$ cat src/rtl/sbox_pkg.sv
package sbox_pkg;
  localparam int NSIDES = 4;
  localparam int SEL_W  = 2;
  localparam int CFG_W  = NSIDES * SEL_W;

  typedef enum logic [1:0] {
    SIDE_N = 2'd0,
    SIDE_E = 2'd1,
    SIDE_S = 2'd2,
    SIDE_W = 2'd3
  } side_e;

  localparam logic [SEL_W-1:0] SEL_ZERO = '0;
endpackage

$ cat src/rtl/sbox_cfg_chain.sv
module sbox_cfg_chain #(
  parameter int CFG_W = 8
) (
  input  logic             clk,
  input  logic             rst,
  input  logic             cfg_en,
  input  logic             cfg_din,
  output logic [CFG_W-1:0] sel_word
);
  logic [CFG_W-1:0] shreg;
  logic             en_d;

  always_ff @(posedge clk) begin
    if (rst) begin
      shreg    <= '0;
      en_d     <= 1'b0;
      sel_word <= '0;
    end else begin
      en_d <= cfg_en;
      if (cfg_en)
        shreg <= {shreg[CFG_W-2:0], cfg_din};
      // commit only once the shifting burst has ended
      if (!cfg_en && en_d)
        sel_word <= shreg;
    end
  end
endmodule

$ cat src/rtl/sbox_sel_mux.sv
module sbox_sel_mux
  import sbox_pkg::*;
#(
  parameter int TRACK_W = 8,
  parameter int SIDE    = 0
) (
  input  logic [NSIDES-1:0][TRACK_W-1:0] tracks_in,
  input  logic [SEL_W-1:0]               sel,
  output logic [TRACK_W-1:0]             track_out
);
  logic [SEL_W-1:0] src;

  // code c picks the side c steps further round; wraps modulo 4
  assign src = SEL_W'(SIDE) + sel;

  always_comb begin
    if (sel == SEL_ZERO) track_out = '0;
    else                 track_out = tracks_in[src];
  end
endmodule

$ cat src/rtl/sbox_switch.sv
module sbox_switch
  import sbox_pkg::*;
#(
  parameter int                TRACK_W  = 8,
  parameter logic [NSIDES-1:0] REG_MASK = 4'b0011
) (
  input  logic               clk,
  input  logic               rst,
  input  logic               cfg_en,
  input  logic               cfg_din,
  input  logic [TRACK_W-1:0] n_in,
  input  logic [TRACK_W-1:0] e_in,
  input  logic [TRACK_W-1:0] s_in,
  input  logic [TRACK_W-1:0] w_in,
  output logic [TRACK_W-1:0] n_out,
  output logic [TRACK_W-1:0] e_out,
  output logic [TRACK_W-1:0] s_out,
  output logic [TRACK_W-1:0] w_out
);
  logic [NSIDES-1:0][TRACK_W-1:0] trk_in;
  logic [TRACK_W-1:0]             trk_out [NSIDES];
  logic [CFG_W-1:0]               sel_word;

  assign trk_in = {w_in, s_in, e_in, n_in};

  sbox_cfg_chain #(.CFG_W(CFG_W)) u_cfg (
    .clk      (clk),
    .rst      (rst),
    .cfg_en   (cfg_en),
    .cfg_din  (cfg_din),
    .sel_word (sel_word)
  );

  for (genvar i = 0; i < NSIDES; i++) begin : g_side
    logic [TRACK_W-1:0] mux_val;

    sbox_sel_mux #(.TRACK_W(TRACK_W), .SIDE(i)) u_mux (
      .tracks_in (trk_in),
      .sel       (sel_word[SEL_W*i +: SEL_W]),
      .track_out (mux_val)
    );

    if (REG_MASK[i]) begin : g_reg
      logic [TRACK_W-1:0] q;
      always_ff @(posedge clk) begin
        if (rst) q <= '0;
        else     q <= mux_val;
      end
      assign trk_out[i] = q;
    end else begin : g_comb
      assign trk_out[i] = mux_val;
    end
  end

  assign n_out = trk_out[SIDE_N];
  assign e_out = trk_out[SIDE_E];
  assign s_out = trk_out[SIDE_S];
  assign w_out = trk_out[SIDE_W];
endmodule

$ cat config.mk
export PLATFORM = sky130hd
export DESIGN_NAME = sbox_switch
export DESIGN_NICKNAME = d
export VERILOG_FILES = /design/src/rtl/sbox_pkg.sv /design/src/rtl/sbox_cfg_chain.sv /design/src/rtl/sbox_sel_mux.sv /design/src/rtl/sbox_switch.sv
export SDC_FILE = /design/constraint.sdc
export NUM_CORES = 1
export LEC_CHECK = 0
export BUFFER_PORTS_ARGS = -buffer_cell sky130_fd_sc_hd__buf_2
export CAP_MARGIN = 40
export CORE_MARGIN = 4
export CORE_UTILIZATION = 42
export CTS_CLUSTER_DIAMETER = 150
export DETAILED_ROUTE_END_ITERATION = 8
export PLACE_DENSITY = 0.75
export SYNTH_ARGS = -nofsm -noshare
export SYNTH_HDL_FRONTEND = slang
export SYNTH_SLANG_ARGS = --single-unit
$ cat constraint.sdc
create_clock -name clk -period 1.9 [get_ports clk]
set_clock_uncertainty 0.15 [all_clocks]
set_input_delay 0 -clock clk [delete_from_list [all_inputs] [get_ports clk]]
set_output_delay 0 -clock clk [all_outputs]
set_load 0.01 [all_outputs]
==> results.ini <==
[global_route]
first_global_vias = 1744
grt_pass1_wl_mm = 8.47
grtUsageTotal_pct = 20.0
grt_max_degree = 26
antenna_found_initial = 0
grt_overflow = 0

[power]
power_density_nw_per_um2 = 512
fin_total_pwr_mw = 1.41
p_leak_nw = 1.15
vdd_drop_max_v = 0.000436

[cts]
clk_pin_slew_ns = 0.07
post_cts_buffers = 0
h-tree-depth = 2
cts_made_buffers = 5
cts_sinks = 33
clk_latency_ns = 0.29
cts-root-buf = clkbuf_8
cts_tree = yes
clock_path_buffers = 2

[setup_path]
cp.required_ns = 1.75
crit_slowest_cell = dfxtp_2
cp_max_fo = 8
critPathTopFamily = buffers and inverters
cp-end-kind = output pin
startpoint_type = flip-flop
crit_chain = inv_1 -> ha_4 -> clkbuf_16 -> mux2i_1 -> o22ai_1 -> buf_2
critPathArrivalTime_ns = 1.67
cp_num_buf_inv = 3
critPathKind = flip-flop to output pin
slowest_delay_ns = 0.34

[placed_design]
globalplace.congestion = 0.793
port_buffers = 67
place_hpwl_mm = 3.45

[timing]
finalHoldViolCount = 0
setup_viol = 0
worst_pin_slew_ns = 0.420
finalCriticalPeriod_ns = 1.82
rsz0062_at_grt = false
fmax_mhz = 550
setup_tns_ns = 0
maxSlewViolCount = 0
slew_headroom_pct = 72.0
fin_crit_sh_pct = 95.7

[floorplan]
num_rows = 24
ios = 68
coreArea_um2 = 4350
die_x_um = 74.9
dieHeight_um = 74.9
die_area_um2 = 5610
initial_core_util_pct = 43.2

[final_layout]
area_growth_pct = 46.8
layout-drive-gt1-share_pct = 32.6
antenna_cells = 0
layout_commonest_cell = buf_2
final_nets = 328
final_cell_mix = buf_2, mux2i_1, dlygate4sd3_1

[synthesis]
syn_inst = 185
yosysSeqAreaShare_pct = 35.2
synth_seq_cells = 33
synth_compound_area_share_pct = 14.6
ys_top_cells_by_area = dfxtp_1, mux2i_1, o22ai_1, mux2_2, a22o_1
synth.distinct_cells = 23
synth_fa_ha_area_share_pct = 1.33
synth_top_area_share_pct = 35.2
synth_top_family_by_area = multiplexers
syn_area_um2 = 1880
synthXorXnorAreaFrac_pct = 0
muxShareOfSynthArea_pct = 34.8
synth_area_leader_cell = dfxtp_1
synthSimpleGateAreaFrac_pct = 5.86
ys_warn_count = 0
avgSynthCellArea_um2 = 10.2
synthesis.nets = 223

[detailed_routing]
ant_nets = 0
viasPerCell = 5.32
drc_errors = 0
routedWlPerCell_um = 16.2
drt-pass1-iter-count = 4
vias = 1824
drtIter0Drc = 115
wl_mm = 5.57

[flow_run]
drv_cap = 0

[run_status]
status = finished clean

[worst_hold_path]
min_path_type = input pin to flip-flop

[worst min-delay path: stages]
cell and delay (ns):
buf_2 0.11, buf_4 0.22, nor2_1 0.11
[synthesized netlist by cell type (all sizes together)]
master,instances
nor2,17
nand2,2
a22o,8
mux2,8
ha,2
buf,16
a211oi,8
inv,4
nor2b,3
a21oi,8
nand2b,1
or2,1
o22ai,16
mux2i,56
clkbuf,2
dfxtp,33
[kinds of logic (layout without fill, tap and decap cells)]
kind of cell	count (synthesis)	count (layout)
buffers and inverters	22	128
DFF	33	33
AOI/OAI and AO/OA	40	40
muxes	64	64
and+or+nand+nor	24	24
adders and majority gates	2	2
[layer usage]
| layer | up-vias | track usage (%) | share of wire [%] |
|---|---|---|---|
| li1 | 886 | - | - |
| met1 | 859 | 24.1 | 41 |
| met2 | 60 | 34.0 | 49 |
| met3 | 19 | 4.67 | 6.2 |
| met4 | 0 | 8.10 | 3.0 |
| met5 | - | 0 | 0 |
[registers in the layout, indices dropped and copies added, names as in the netlist]
signal,cells
u_cfg.en_d,1
u_cfg.sel_word,8
n_out,8
u_cfg.shreg,8
e_out,8
[per-stage QoR]
stage               instances  util (%)  hold WS (ns)  setup slack [ns]  instance area, µm²
CTS                       342      62.3        0.0443            0.0145                2710
finish                    343      63.4        0.0463            0.0822                2760
global route              343      63.4        0.0501            0.0124                2760
global placement          292      50.8        0.0845             0.406                2210
detailed placement        292      50.8        0.0978             0.340                2210
floorplan                 185         -      -0.00280             0.412                1880
[where the power goes]
group	internal [mW]	switching, mW
sequential	0.698	0.00483
clock	0.260	0.250
combinational	0.115	0.0857
[what timing repair did]
action,4_1_cts,5_1_grt
setup endpoints to repair,0,10
resized for setup,0,6
endpoints found under the hold margin,18,0
hold buffers,42,0
[final cells by class]
cell class / instances / area (µm²)
fill: 347 / 1600
multi-input combinational: 130 / 1080
timing repair buffer: 116 / 851
sequential: 33 / 663
clock buffer: 8 / 80.1
tap: 52 / 65.1
inverter: 4 / 15.0
[path summary, 6_finish.rpt]
check,start,endpoint,slack (ns),cells past startpoint
hold / removal,rst,u_cfg.sel_word[1],0.05,3
setup / recovery,u_cfg.sel_word[6],w_out[2],0.08,6
setup reg to reg,u_cfg.sel_word[1],n_out[7],0.15,4
hold reg to reg,u_cfg.sel_word[3],u_cfg.sel_word[3],0.36,2
(Power assumes the default switching activity.)
